--- src/rtl/ir_sir_pkg.sv ---
package ir_sir_pkg;

    // divider setting width and fixed-clock counter width (counts to 2N+1)
    localparam int unsigned DIV_W         = 4;
    localparam int unsigned FDIV_W        = DIV_W + 1;

    // bit period in 16x ticks and pulse length in width units
    localparam int unsigned TICKS_PER_BIT = 16;
    localparam int unsigned PH_W          = $clog2(TICKS_PER_BIT);
    localparam int unsigned PULSE_UNITS   = 3;
    localparam int unsigned UNIT_W        = $clog2(PULSE_UNITS + 1);

    localparam int unsigned REG_W         = 8;
    localparam int unsigned RSVD_W        = REG_W - 3;

    typedef struct packed {
        logic ir_en;      // bit 7: infrared operation
        logic width_sel;  // bit 6: 1 = fixed clock sets width
        logic rx_keep;    // bit 5: 1 = receive data not inverted
    } ir_cfg_t;

endpackage

--- src/rtl/ir_cfg_reg.sv ---
module ir_cfg_reg
    import ir_sir_pkg::*;
(
    input  logic             clk,
    input  logic             rst_n,
    input  logic             wr,
    input  logic [REG_W-1:0] wdata,
    output ir_cfg_t          cfg,
    output logic [REG_W-1:0] rdata
);

    ir_cfg_t cfg_d, cfg_q;
    logic    unused_wbits;

    assign unused_wbits = ^wdata[RSVD_W-1:0];

    always_comb begin
        cfg_d = cfg_q;
        if (wr) begin
            cfg_d.ir_en     = wdata[REG_W-1];
            cfg_d.width_sel = wdata[REG_W-2];
            cfg_d.rx_keep   = wdata[REG_W-3];
        end
    end

    always_ff @(posedge clk or negedge rst_n) begin
        if (!rst_n) cfg_q <= '0;
        else        cfg_q <= cfg_d;
    end

    assign cfg   = cfg_q;
    assign rdata = {cfg_q.ir_en, cfg_q.width_sel, cfg_q.rx_keep, {RSVD_W{1'b0}}};

endmodule

--- src/rtl/ir_fix_div.sv ---
module ir_fix_div
    import ir_sir_pkg::*;
(
    input  logic             clk,
    input  logic             rst_n,
    input  logic             restart,
    input  logic [DIV_W-1:0] div_n,
    output logic             strobe
);

    logic [FDIV_W-1:0] cnt_d, cnt_q;
    logic [FDIV_W-1:0] limit;

    // one period is 2N+2 clocks: count 0 .. 2N+1
    assign limit  = {div_n, 1'b1};
    assign strobe = (cnt_q == limit);

    always_comb begin
        if (restart)     cnt_d = '0;
        else if (strobe) cnt_d = '0;
        else             cnt_d = cnt_q + 1'b1;
    end

    always_ff @(posedge clk or negedge rst_n) begin
        if (!rst_n) cnt_q <= '0;
        else        cnt_q <= cnt_d;
    end

endmodule

--- src/rtl/ir_tx_mod.sv ---
module ir_tx_mod
    import ir_sir_pkg::*;
(
    input  logic clk,
    input  logic rst_n,
    input  logic tick,
    input  logic txd,
    input  logic width_sel,
    input  logic fix_strobe,
    output logic restart,
    output logic pulse
);

    localparam logic [PH_W-1:0]   LAST_PH   = PH_W'(TICKS_PER_BIT - 1);
    localparam logic [UNIT_W-1:0] LAST_UNIT = UNIT_W'(PULSE_UNITS - 1);

    typedef struct packed {
        logic              txd;
        logic [PH_W-1:0]   ph;
        logic              pulse;
        logic [UNIT_W-1:0] units;
    } tx_st_t;

    tx_st_t s_d, s_q;
    logic   start;
    logic   adv;

    always_comb begin
        s_d     = s_q;
        start   = 1'b0;
        s_d.txd = txd;
        adv     = width_sel ? fix_strobe : tick;

        // bit cell tracking: a level change or a full cell of ticks opens a cell
        if (txd != s_q.txd) begin
            s_d.ph = '0;
            start  = !txd;
        end else if (tick) begin
            if (s_q.ph == LAST_PH) begin
                s_d.ph = '0;
                start  = !s_q.txd;
            end else begin
                s_d.ph = s_q.ph + 1'b1;
            end
        end

        // pulse width in units of ticks or fixed-clock periods
        if (start) begin
            s_d.pulse = 1'b1;
            s_d.units = '0;
        end else if (s_q.pulse && adv) begin
            if (s_q.units == LAST_UNIT) begin
                s_d.pulse = 1'b0;
                s_d.units = '0;
            end else begin
                s_d.units = s_q.units + 1'b1;
            end
        end
    end

    always_ff @(posedge clk or negedge rst_n) begin
        if (!rst_n) s_q <= '{txd: 1'b1, ph: '0, pulse: 1'b0, units: '0};
        else        s_q <= s_d;
    end

    assign restart = start;
    assign pulse   = s_q.pulse;

endmodule

--- src/rtl/ir_rx_demod.sv ---
module ir_rx_demod
    import ir_sir_pkg::*;
(
    input  logic clk,
    input  logic rst_n,
    input  logic tick,
    input  logic rx_pin,
    input  logic rx_keep,
    output logic rx_bit
);

    localparam logic [PH_W-1:0] LAST_CNT = PH_W'(TICKS_PER_BIT - 1);

    typedef struct packed {
        logic            lvl;
        logic            stretch;
        logic [PH_W-1:0] cnt;
    } rx_st_t;

    rx_st_t s_d, s_q;
    logic   pol;
    logic   rise;

    assign pol  = rx_keep ? rx_pin : ~rx_pin;
    assign rise = pol & ~s_q.lvl;

    always_comb begin
        s_d     = s_q;
        s_d.lvl = pol;
        if (rise) begin
            s_d.stretch = 1'b1;
            s_d.cnt     = '0;
        end else if (s_q.stretch && tick) begin
            if (s_q.cnt == LAST_CNT) begin
                s_d.stretch = 1'b0;
                s_d.cnt     = '0;
            end else begin
                s_d.cnt = s_q.cnt + 1'b1;
            end
        end
    end

    always_ff @(posedge clk or negedge rst_n) begin
        if (!rst_n) s_q <= '{lvl: 1'b1, stretch: 1'b0, cnt: '0};
        else        s_q <= s_d;
    end

    assign rx_bit = ~s_q.stretch;

endmodule

--- src/rtl/ir_sir_codec.sv ---
module ir_sir_codec
    import ir_sir_pkg::*;
(
    input  logic             clk,
    input  logic             rst_n,
    input  logic             cfg_wr,
    input  logic [REG_W-1:0] cfg_wdata,
    output logic [REG_W-1:0] cfg_rdata,
    input  logic             sync_mode,
    input  logic [DIV_W-1:0] div_n,
    input  logic             tick16,
    input  logic             uart_txd,
    input  logic             ir_rxd,
    output logic             ir_txd,
    output logic             uart_rxd
);

    ir_cfg_t cfg;
    logic    ir_active;
    logic    div_restart;
    logic    div_strobe;
    logic    tx_pulse;
    logic    rx_bit;

    ir_cfg_reg u_cfg (
        .clk   (clk),
        .rst_n (rst_n),
        .wr    (cfg_wr),
        .wdata (cfg_wdata),
        .cfg   (cfg),
        .rdata (cfg_rdata)
    );

    ir_fix_div u_div (
        .clk     (clk),
        .rst_n   (rst_n),
        .restart (div_restart),
        .div_n   (div_n),
        .strobe  (div_strobe)
    );

    ir_tx_mod u_tx (
        .clk        (clk),
        .rst_n      (rst_n),
        .tick       (tick16),
        .txd        (uart_txd),
        .width_sel  (cfg.width_sel),
        .fix_strobe (div_strobe),
        .restart    (div_restart),
        .pulse      (tx_pulse)
    );

    ir_rx_demod u_rx (
        .clk     (clk),
        .rst_n   (rst_n),
        .tick    (tick16),
        .rx_pin  (ir_rxd),
        .rx_keep (cfg.rx_keep),
        .rx_bit  (rx_bit)
    );

    // infrared mode is refused while the UART is synchronous
    assign ir_active = cfg.ir_en & ~sync_mode;
    assign ir_txd    = ir_active ? tx_pulse : uart_txd;
    assign uart_rxd  = ir_active ? rx_bit   : ir_rxd;

endmodule

--- config.mk ---
export PLATFORM = sky130hd
export DESIGN_NAME = ir_sir_codec
export DESIGN_NICKNAME = d
export VERILOG_FILES = /design/src/rtl/ir_sir_pkg.sv /design/src/rtl/ir_cfg_reg.sv /design/src/rtl/ir_fix_div.sv /design/src/rtl/ir_tx_mod.sv /design/src/rtl/ir_rx_demod.sv /design/src/rtl/ir_sir_codec.sv
export SDC_FILE = /design/constraint.sdc
export NUM_CORES = 1
export LEC_CHECK = 0
export BUFFER_PORTS_ARGS = -buffer_cell sky130_fd_sc_hd__buf_4
export CORE_UTILIZATION = 55
export CTS_CLUSTER_DIAMETER = 120
export CTS_CLUSTER_SIZE = 14
export DETAILED_ROUTE_END_ITERATION = 6
export PLACE_DENSITY_LB_ADDON = 0.1
export SLEW_MARGIN = 25
export SYNTH_ARGS = -nofsm -noshare
export SYNTH_HDL_FRONTEND = slang
export SYNTH_HIERARCHICAL = 1
export SYNTH_SLANG_ARGS = --single-unit
--- constraint.sdc ---
create_clock -name clk -period 3.5 [get_ports clk]
set_input_delay 0.7 -clock clk [delete_from_list [all_inputs] [get_ports clk]]
set_output_delay 0.7 -clock clk [all_outputs]
set_load 0.1 [all_outputs]
==> metrics.log, run 1 <==
[metrics] die area: between 0.002 and 0.0025 sq mm
[metrics] total instance count after detailed placement: 149
[metrics] number of antenna violations at the first check in global routing: 0
[metrics] clock network latency to the later pin of the worst-skew pair: about 0.3 ns
[metrics] most area-consuming cells after synthesis: sky130_fd_sc_hd__dfrtp_1, sky130_fd_sc_hd__xor2_1, sky130_fd_sc_hd__buf_4
[metrics] setup bufs post-CTS: 0
[metrics] setup repair after global routing missed its margin: false
[metrics] Top cell by count, worst path: sky130_fd_sc_hd__buf_4
[metrics] fraction of layout instances using a drive strength above 1: roughly a quarter
[metrics] largest net degree at the start of global routing: 23
[metrics] count of flip-flops with a built-in enable after synthesis: 0
[metrics] CP peak stage delay: ~0.3 ns
[metrics] count of port buffers added during placement: 18
[metrics] Worst setup SP type: primary input
[metrics] Tot GR Track Use: between 10% and 20%
[metrics] critical path cell sequence: buf_4, nand2b_4, mux2_4, buf_4
[metrics] status: finished, final reports clean
[metrics] flops & latches, synth: 22
[metrics] yosys synthesis warning count: 6
[metrics] floorplan die height: approximately 48 um
[metrics] hold buffer count at cts: 0
[metrics] Seq/Total Area, Yosys: 47.2%
[metrics] last weighted congestion value of the routability-driven placer: between 0.7 and 0.8
[metrics] kind of cell with the highest combined delay on the critical path: buffers and inverters
[metrics] Final Setup Violations: 0
[metrics] Detailed Place HPWL: between 1000 and 1500 um
[metrics] reported leakage power: approximately 0.60 nW
[metrics] via/cell ratio: ~5.3
[metrics] asr flop ratio synth: between 90% and 100%
[metrics] via count of the routed design: 817
[metrics] final-report hold violation count: 0
[metrics] worst-path fanout max: 2
[metrics] number of gates resized after CTS: 0
[metrics] post-synthesis area per instance: roughly 11 sq um
[metrics] max cap viols: 0
[metrics] ant diodes: 0
[metrics] total standard cell area after synthesis: about 0.0012 sq mm
[metrics] Gate Count Post-Synth: 109
[metrics] number of buffer and inverter stages on the critical path: 2
[metrics] utilization of the core after routing: roughly two thirds
[metrics] non-filler cells in the finished layout: roughly 150
[metrics] depth of the worst register-to-register path: 6
[metrics] total overflow reported by the global router: 0
[metrics] maximum vdd drop: ~310 uV
[metrics] maximum level of the CTS H-tree: 1
[metrics] Setup TNS: 0 ns
[metrics] number of design rule violations left after detail routing: 0
[metrics] top cells by count, synth: sky130_fd_sc_hd__dfrtp_1, sky130_fd_sc_hd__a21oi_1, sky130_fd_sc_hd__buf_4, sky130_fd_sc_hd__xor2_1, sky130_fd_sc_hd__nand2_1
[metrics] ratio of final minimum period to clock period: between 60% and 70%
[metrics] total number of cells along the worst setup path: 4
[metrics] Boundary Pins: 29
[metrics] register clock-pin slew on the reported worst setup and hold paths: 0.12 ns
[metrics] critical path class: primary input to primary output
[metrics] initial detailed-routing violation count: 15
[metrics] cell type with the highest aggregate area in the netlist: sky130_fd_sc_hd__dfrtp_1
[metrics] peak clock frequency supported by timing: 0.459 GHz
[metrics] Antenna Nets Post-Route: 0
[metrics] Initial Util: between 50% and 60%
[metrics] number of nets in the layout: between 100 and 150
[metrics] layout overhead on the synthesized area: 11.9%
[metrics] Worst path slowest cell: sky130_fd_sc_hd__mux2_4
[metrics] fraction of post-synthesis cell area in the top cell type by area: about 43%
[metrics] drt first pass iters: 3
[metrics] category of the worst setup path capture point: primary output
[metrics] first-pass GRT wire length: between 3000 and 4000 um
[metrics] clock root buffer: sky130_fd_sc_hd__clkbuf_4
[metrics] Crit path required time: 2.80 ns
[metrics] Routed WL: between 1500 and 2000 um
[metrics] power consumption: 703 uW
[metrics] Max Transition Viols Final: 0
[metrics] Setup Skew: ~0.0050 ns
[metrics] cts bufs inserted: 3
[metrics] number of core rows: 16
[metrics] Synth Flop Type: sky130_fd_sc_hd__dfrtp_1
[metrics] post-layout min period: 2.18 ns
[metrics] Avg WL per Cell: approximately 12 um
[metrics] count of unique library cells instantiated by Yosys: 33
[metrics] clock tree buffer depth: 2
[metrics] floorplan core area: between 0.0015 and 0.002 sq mm
[metrics] count leader, synth: sky130_fd_sc_hd__dfrtp_1
[metrics] chip width: ~48 um
[metrics] CTS tree: built
[metrics] class of the tightest hold or removal check: primary input to asynchronous set/reset pin
[metrics] via count of the first global-routing pass: just over 700
[metrics] TritonCTS sink count: 22
[metrics] Pwr Density: about 540 mW/mm^2
[metrics] Data arrival, critical path: ~1.5 ns
worst register-to-register path: cells and delay by family (launching register included):
kind / cells / cell delay (ns)
compound gates: 1 / 0.13
xor+xnor: 1 / 0.18
flops: 1 / 0.44
mux: 1 / 0.10
simple gates: 3 / 1.03
state kept, by name, summed over array words and instances, names as in the netlist:
register     flops
u_tx/s_q         7
u_div/cnt_q      5
u_tx/pulse       1
u_rx/s_q         6
u_cfg/cfg        3
metal layers:
metal	GRT usage (%)	part of all wire (%)	vias up
met5	0	0	-
met4	8.33	0.64	0
met3	3.33	3.1	2
met2	31.7	49	19
met1	24.2	47	393
li1	-	-	403
cells by family after synthesis:
| logic type | after synthesis | synth area share [%] |
|---|---|---|
| other cells | 1 | 0.320 |
| simple gates | 32 | 15.7 |
| compound gates | 22 | 11.1 |
| flops | 22 | 47.2 |
| xor+xnor | 11 | 8.23 |
| buf+inv | 11 | 6.73 |
| mux | 7 | 7.48 |
| fa+ha+maj | 3 | 3.21 |
layout by cell type, fill, tap and decap left out, types with 3 or more instances in the layout:
cell                       netlist  routed
sky130_fd_sc_hd__a211oi_1        3       3
sky130_fd_sc_hd__a21oi_1        10      10
sky130_fd_sc_hd__buf_4           8      18
sky130_fd_sc_hd__clkbuf_4        0       3
sky130_fd_sc_hd__conb_1          1       5
sky130_fd_sc_hd__dfrtp_1        20      20
sky130_fd_sc_hd__ha_1            3       3
sky130_fd_sc_hd__mux2_2          3       3
sky130_fd_sc_hd__nand2_1         7       7
sky130_fd_sc_hd__nand2b_1        3       3
sky130_fd_sc_hd__nand3_1         6       6
sky130_fd_sc_hd__nor2_1          5       5
sky130_fd_sc_hd__o21ai_0         6       6
sky130_fd_sc_hd__xnor2_1         3       3
sky130_fd_sc_hd__xor2_1          8       8
final timing paths:
path / startpoint / end / slack [ns]
setup / recovery: sync_mode / ir_txd / 1.32
min in group clk: u_cfg/cfg[0] / u_rx/s_q[5] / 0.49
setup reg to reg: u_div/cnt_q[3] / u_tx/s_q[1] / 1.56
max in group asynchronous: rst_n / u_tx/s_q[7] / 2.96
hold / removal: rst_n / u_cfg/cfg[1] / 0.27
hold reg to reg: u_cfg/cfg[0] / u_rx/s_q[5] / 0.49
stage by stage:
step	area (sq um)	setup WS [ns]	hold WS [ns]
after floorplan	1190	1.45	0.404
after global placement	1280	1.21	0.467
after detailed placement	1280	1.16	0.478
after CTS	1310	1.32	0.265
after global routing	1310	1.30	0.261
final	1310	1.32	0.266
power breakdown:
| group | switching (mW) | internal [mW] | total [mW] |
|---|---|---|---|
| sequential | 0.0493 | 0.302 | 0.352 |
| combinational | 0.143 | 0.0906 | 0.234 |
| clock | 0.0727 | 0.0443 | 0.117 |
cell type report:
| class | instances | area (sq um) |
|---|---|---|
| multi-input combinational | 80 | 554 |
| inverter | 2 | 7.51 |
| tap | 27 | 33.8 |
| sequential | 22 | 553 |
| fill | 164 | 672 |
| clock buffer | 4 | 26.3 |
| timing repair buffer | 18 | 135 |
Power figures use the tool's default switching activity.
==> run 2, diff against run 1 <==
Settings changed: CORE_UTILIZATION 55 to 47.
Clock period 3.5 ns to 1.99 ns, I/O delays scaled along.
==> run 2 against run 1 <==
Compared with the run above: clock-buffer cell count did not move; sequential cell count unchanged; design area increased by 2.2%; clock power increased by 110%; sequential power rose by 76%; sequential share of layout area down 0.91 points; cell count grew 2.0%; critical path depth down 1; register-to-register slack got worse by 1.3 ns; clock skew down 0.0033 ns; largest power group unchanged; highest routed layer unchanged.
==> metrics.log, run 2 (synthesis gave the netlist of run 1 again) <==
[metrics] TritonCTS sink count: 22 (unchanged)
[metrics] Initial Util: 51.5% (-7.6 points)
[metrics] Crit path required time: 1.59 ns (-1.21 ns)
[metrics] chip width: 51.9 um (+7.8%)
[metrics] Max Transition Viols Final: 0 (unchanged)
[metrics] status: finished, final reports clean
[metrics] commonest cells after routing, fill and taps aside: sky130_fd_sc_hd__dfrtp_1, sky130_fd_sc_hd__buf_4, sky130_fd_sc_hd__a21oi_1, sky130_fd_sc_hd__xor2_1, sky130_fd_sc_hd__nand2_1
[metrics] last weighted congestion value of the routability-driven placer: 0.768 (+7.6%)
[metrics] via count of the routed design: 851 (+4.2%)
[metrics] peak clock frequency supported by timing: 0.565 GHz
[metrics] Antenna Nets Post-Route: 0 (unchanged)
[metrics] class of the tightest hold or removal check: primary input to register
[metrics] hold buffer count at cts: 1 (+1)
[metrics] cts bufs inserted: 3 (unchanged)
[metrics] via/cell ratio: 5.46 (+2.2%)
[metrics] Routed WL: 1950 um (+4.1%)
[metrics] Final Setup Violations: 0 (unchanged)
[metrics] most common cell after layout, fill and taps aside: sky130_fd_sc_hd__dfrtp_1
[metrics] initial detailed-routing violation count: 13 (-2)
[metrics] non-filler cells in the finished layout: 156 (+2.0%)
[metrics] CP peak stage delay: 0.44 ns (+0.14 ns)
[metrics] first-pass GRT wire length: 3510 um (+14%)
[metrics] maximum vdd drop: 599 uV (+93%)
[metrics] dpl ws: 0.130 ns (-1.03 ns)
[metrics] clock root buffer: sky130_fd_sc_hd__clkbuf_4
[metrics] ant diodes: 0 (unchanged)
[metrics] fillcell total: 208 (+27%)
[metrics] die area: 0.00270 sq mm (+16%)
[metrics] number of design rule violations left after detail routing: 0 (unchanged)
[metrics] fraction of layout instances using a drive strength above 1: 27.3% (+1.2 points)
[metrics] Worst setup SP type: register
[metrics] largest registers in the final layout: u_tx/s_q (7), u_rx/s_q (6), u_div/cnt_q (5)
[metrics] Worst path slowest cell: sky130_fd_sc_hd__dfrtp_1
[metrics] worst-path fanout max: 3 (+1)
[metrics] Data arrival, critical path: 1.37 ns (-0.11 ns)
[metrics] number of gates resized after CTS: 0 (unchanged)
[metrics] max cap viols: 0 (unchanged)
[metrics] Setup TNS: 0 ns (unchanged)
[metrics] maximum level of the CTS H-tree: 1 (unchanged)
[metrics] depth of the worst register-to-register path: 6 (unchanged)
[metrics] ratio of final minimum period to clock period: between 80% and 90%
[metrics] clock tree buffer depth: 2 (unchanged)
[metrics] critical path cell sequence: nand2b_4, mux2_4, buf_4
[metrics] setup repair after global routing missed its margin: false
[metrics] drt first pass iters: 4 (+1)
[metrics] number of nets in the layout: 151 (+1.3%)
[metrics] reported leakage power: 0.618 nW (+2.6%)
[metrics] total instance count after detailed placement: 151 (+1.3%)
[metrics] power consumption: 1.28 mW (+83%)
[metrics] layout overhead on the synthesized area: 14.3%
[metrics] Avg WL per Cell: 12.5 um (+2.1%)
[metrics] Detailed Place HPWL: 1480 um (+3.9%)
[metrics] setup bufs post-CTS: 0 (unchanged)
[metrics] worst hold margin: 0.217 ns (-0.0487 ns)
[metrics] floorplan core area: 0.00228 sq mm (+15%)
[metrics] largest net degree at the start of global routing: 23 (unchanged)
[metrics] cell depth of the worst hold path: 1
[metrics] Setup Skew: 0.00170 ns (-0.00332 ns)
[metrics] floorplan die height: 51.9 um (+7.8%)
[metrics] Pwr Density: 959 mW/mm^2 (+79%)
[metrics] max FFs per register: 7 (unchanged)
[metrics] final-report hold violation count: 0 (unchanged)
[metrics] category of the worst setup path capture point: primary output
[metrics] Tot GR Track Use: 17.6% (-1.5 points)
[metrics] register bank with the most flops: u_tx/s_q
[metrics] utilization of the core after routing: 58.8% (-7.3 points)
[metrics] clock network latency to the later pin of the worst-skew pair: 0.30 ns (about the same)
[metrics] total overflow reported by the global router: 0 (unchanged)
[metrics] via count of the first global-routing pass: 836 (+16%)
[metrics] Boundary Pins: 29 (unchanged)
[metrics] CTS tree: built
[metrics] post-layout min period: roughly 1.8 ns
[metrics] count of port buffers added during placement: 18 (unchanged)
[metrics] area after detailed placement: 0.00129 sq mm (+0.68%)
[metrics] Final Cell Area: 0.00134 sq mm (+2.2%)
[metrics] register clock-pin slew on the reported worst setup and hold paths: 0.12 ns (about the same)
[metrics] number of antenna violations at the first check in global routing: 0 (unchanged)
[metrics] critical path class: register to primary output
[metrics] number of core rows: 17 (+1)
[metrics] Final Worst Setup Slack: 0.220 ns (-1.10 ns)
-- run 2: changes by cell type in the layout (fill, tap and decap cells not counted) --
| cell | change |
|---|---|
| sky130_fd_sc_hd__clkbuf_8 | +1 |
| sky130_fd_sc_hd__clkbuf_1 | -1 |
| sky130_fd_sc_hd__dlygate4sd3_1 | +1 |
| sky130_fd_sc_hd__buf_4 | +1 |
-- run 2: final cells by class --
type	instances	area, sq um	share of cell area (%)
multi-input combinational	80	554	41.4
sequential	22	553	41.3
timing repair buffer	20	153	11.4
clock buffer	4	36.3	2.71
tap	28	35.0	2.62
inverter	2	7.51	0.561
-- run 2: path summary, 6_finish.rpt --
| path | start | to | slack, ns |
|---|---|---|---|
| worst max-delay path | u_cfg/cfg[2] | ir_txd | 0.22 |
| worst min-delay path | uart_txd | u_tx/s_q[7] | 0.22 |
| worst max register to register | u_div/cnt_q[3] | u_tx/s_q[1] | 0.23 |
| worst min register to register | u_cfg/cfg[0] | u_rx/s_q[5] | 0.50 |
| max in group asynchronous | rst_n | u_tx/s_q[7] | 1.21 |
| min in group asynchronous | rst_n | u_rx/s_q[3] | 0.50 |
-- run 2: routing by layer --
layer	global-route usage [%]	wire length [um]	vias up	part of all wire (%)
li1	-	-	406	-
met1	20.7	855	416	44
met2	31.4	1000	27	51
met3	2.63	74	2	3.8
met4	7.21	24	0	1.2
met5	0	0	-	0
-- run 2: power by group --
part	total (mW)	internal, mW	switching, mW
Sequential	0.618	0.532	0.0864
Clock	0.244	0.112	0.132
Combinational	0.422	0.168	0.254
-- run 2: worst max-delay path, delay by kind of cell, from the launching register on --
family	cells	cell delay (ns)
mux	1	0.30
buf+inv	1	0.23
flops	1	0.44
simple gates	1	0.10
==> run 3, diff against run 2 <==
Settings changed: GPL_TIMING_DRIVEN set to 0.
==> run 3 against run 2 <==
Compared with the run above: critical path depth rose by 3; clock power shrank 23%; critical endpoint is now u_tx/s_q[1]; register-to-register slack worse by 0.10 ns; first-iteration DRC count is 38% lower; global-route usage shrank 0.89 points; highest routed layer unchanged; clock-buffer cell count down 1; die area unchanged; hold slack gained 0.016 ns; wire length fell by 0.41%.
==> metrics.log, run 3 (synthesis gave the netlist of run 1 again) <==
[metrics] critical path class: register to register
[metrics] number of nets in the layout: 161 (+6.6%)
[metrics] largest registers in the final layout: u_tx/s_q (7), u_rx/s_q (6), u_div/cnt_q (5)
[metrics] Detailed Place HPWL: 1430 um (-3.1%)
[metrics] via count of the first global-routing pass: 751 (-10%)
[metrics] most common cell after layout, fill and taps aside: sky130_fd_sc_hd__buf_4
[metrics] Initial Util: 51.5% (unchanged)
[metrics] utilization of the core after routing: 61.7% (+2.9 points)
[metrics] class of the tightest hold or removal check: primary input to register
[metrics] Worst setup SP type: register
[metrics] Crit path required time: 2.22 ns (+0.63 ns)
[metrics] power consumption: 1.25 mW (-2.6%)
[metrics] commonest cells after routing, fill and taps aside: sky130_fd_sc_hd__buf_4, sky130_fd_sc_hd__dfrtp_1, sky130_fd_sc_hd__a21oi_1, sky130_fd_sc_hd__xor2_1, sky130_fd_sc_hd__nand2_1
[metrics] fraction of layout instances using a drive strength above 1: 32.1% (+4.8 points)
[metrics] number of gates resized after CTS: 0 (unchanged)
[metrics] cts bufs inserted: 3 (unchanged)
[metrics] category of the worst setup path capture point: register
[metrics] ant diodes: 0 (unchanged)
[metrics] floorplan core area: 0.00228 sq mm (unchanged)
[metrics] Final Cell Area: 0.00140 sq mm (+4.9%)
[metrics] peak clock frequency supported by timing: 0.538 GHz (-4.8%)
[metrics] Routed WL: 1950 um (-0.41%)
[metrics] Setup TNS: 0 ns (unchanged)
[metrics] dpl ws: -0.0227 ns (-0.153 ns)
[metrics] initial detailed-routing violation count: 8 (-5)
[metrics] Setup Skew: 0.00360 ns (+0.00190 ns)
[metrics] maximum vdd drop: 485 uV (-19%)
[metrics] Final Setup Violations: 0 (unchanged)
[metrics] Avg WL per Cell: 11.8 um (-5.8%)
[metrics] via count of the routed design: 830 (-2.5%)
[metrics] Pwr Density: 891 mW/mm^2 (-7.1%)
[metrics] kind of cell with the highest combined delay on the critical path: simple AND/OR/NAND/NOR gates
[metrics] critical path cell sequence: xor2_1, nor3_2, and2_1, mux2i_2, or4b_1, a21oi_1
[metrics] final-report hold violation count: 0 (unchanged)
[metrics] Final Worst Setup Slack: 0.130 ns (-0.0901 ns)
[metrics] count of port buffers added during placement: 18 (unchanged)
[metrics] maximum level of the CTS H-tree: 1 (unchanged)
[metrics] number of design rule violations left after detail routing: 0 (unchanged)
[metrics] floorplan die height: 51.9 um (unchanged)
[metrics] ratio of final minimum period to clock period: 93.5% (+4.5 points)
[metrics] total instance count after detailed placement: 159 (+5.3%)
[metrics] fillcell total: 206 (-0.96%)
[metrics] status: finished, final reports clean
[metrics] worst hold margin: 0.233 ns (+0.0162 ns)
[metrics] area after detailed placement: 0.00136 sq mm (+4.9%)
[metrics] largest net degree at the start of global routing: 23 (unchanged)
[metrics] clock network latency to the later pin of the worst-skew pair: 0.29 ns (about the same)
[metrics] post-layout min period: 1.86 ns (+0.0901 ns)
[metrics] max FFs per register: 7 (unchanged)
[metrics] Worst path slowest cell: sky130_fd_sc_hd__or4b_1
[metrics] TritonCTS sink count: 22 (unchanged)
[metrics] worst-path fanout max: 5 (+2)
[metrics] total overflow reported by the global router: 0 (unchanged)
[metrics] number of core rows: 17 (unchanged)
[metrics] drt first pass iters: 4 (unchanged)
[metrics] chip width: 51.9 um (unchanged)
[metrics] number of buffer and inverter stages on the critical path: 0 (-1)
[metrics] Max Transition Viols Final: 0 (unchanged)
[metrics] reported leakage power: 0.664 nW (+7.4%)
[metrics] number of antenna violations at the first check in global routing: 0 (unchanged)
[metrics] layout overhead on the synthesized area: 19.9%
[metrics] clock tree buffer depth: 2 (unchanged)
[metrics] die area: 0.00270 sq mm (unchanged)
[metrics] setup repair after global routing missed its margin: false
[metrics] Antenna Nets Post-Route: 0 (unchanged)
[metrics] non-filler cells in the finished layout: 165 (+5.8%)
[metrics] CTS tree: built
[metrics] via/cell ratio: 5.03 (-7.8%)
[metrics] last weighted congestion value of the routability-driven placer: 0.812 (+5.7%)
[metrics] Data arrival, critical path: 2.09 ns (+0.72 ns)
[metrics] CP peak stage delay: 0.50 ns (+0.06 ns)
[metrics] first-pass GRT wire length: 3220 um (-8.1%)
[metrics] Boundary Pins: 29 (unchanged)
[metrics] clock root buffer: sky130_fd_sc_hd__clkbuf_4
[metrics] max cap viols: 0 (unchanged)
[metrics] Tot GR Track Use: 16.7% (-0.89 points)
[metrics] register bank with the most flops: u_tx/s_q
[metrics] register clock-pin slew on the reported worst setup and hold paths: 0.11 ns (about the same)
[run 3: cell count changes in the layout (fill, tap and decap cells not counted)]
cell,delta
sky130_fd_sc_hd__buf_4,+9
sky130_fd_sc_hd__clkbuf_8,-1
sky130_fd_sc_hd__buf_6,+1
[run 3: power by group]
group          internal, mW  leakage (nW)  total [mW]  switching [mW]
sequential            0.532         0.273       0.616          0.0836
combinational         0.190         0.377       0.446           0.257
clock                0.0704        0.0138       0.189           0.119
total                 0.792         0.664        1.25           0.459
[run 3: worst paths after layout]
check,startpoint,to,slack [ns],depth (start not counted)
setup / recovery,u_div/cnt_q[2],u_tx/s_q[1],0.13,6
hold / removal,uart_txd,u_tx/s_q[7],0.23,1
setup reg to reg,u_div/cnt_q[2],u_tx/s_q[1],0.13,6
hold reg to reg,u_div/cnt_q[0],u_div/cnt_q[0],0.49,1
max in group asynchronous,rst_n,u_tx/s_q[7],1.19,2
min in group asynchronous,rst_n,u_div/cnt_q[4],0.52,2
[run 3: layout make-up]
class / count / area (sq um) / area share [%]
repair buffers: 21 / 160 / 11.4
clock buffers: 3 / 22.5 / 1.60
flip-flops and latches: 22 / 553 / 39.4
inverters: 2 / 7.51 / 0.535
well taps: 28 / 35.0 / 2.50
plain buffers: 9 / 71.3 / 5.08
multi-input cells: 80 / 554 / 39.5
[run 3: repair_timing]
item	4_1_cts	5_1_grt
endpoints found under the hold margin	20	0
hold buffers	1	0
setup endpoints to repair	0	1
buffers inserted	0	2
[run 3: per-layer routing]
layer | vias to the layer above | share of wire (%) | GRT usage [%]
met1 | 382 | 48 | 21.3
met4 | 0 | 0.46 | 5.86
met5 | - | 0 | 0
met2 | 20 | 48 | 27.6
met3 | 2 | 4.0 | 3.51
li1 | 426 | - | -
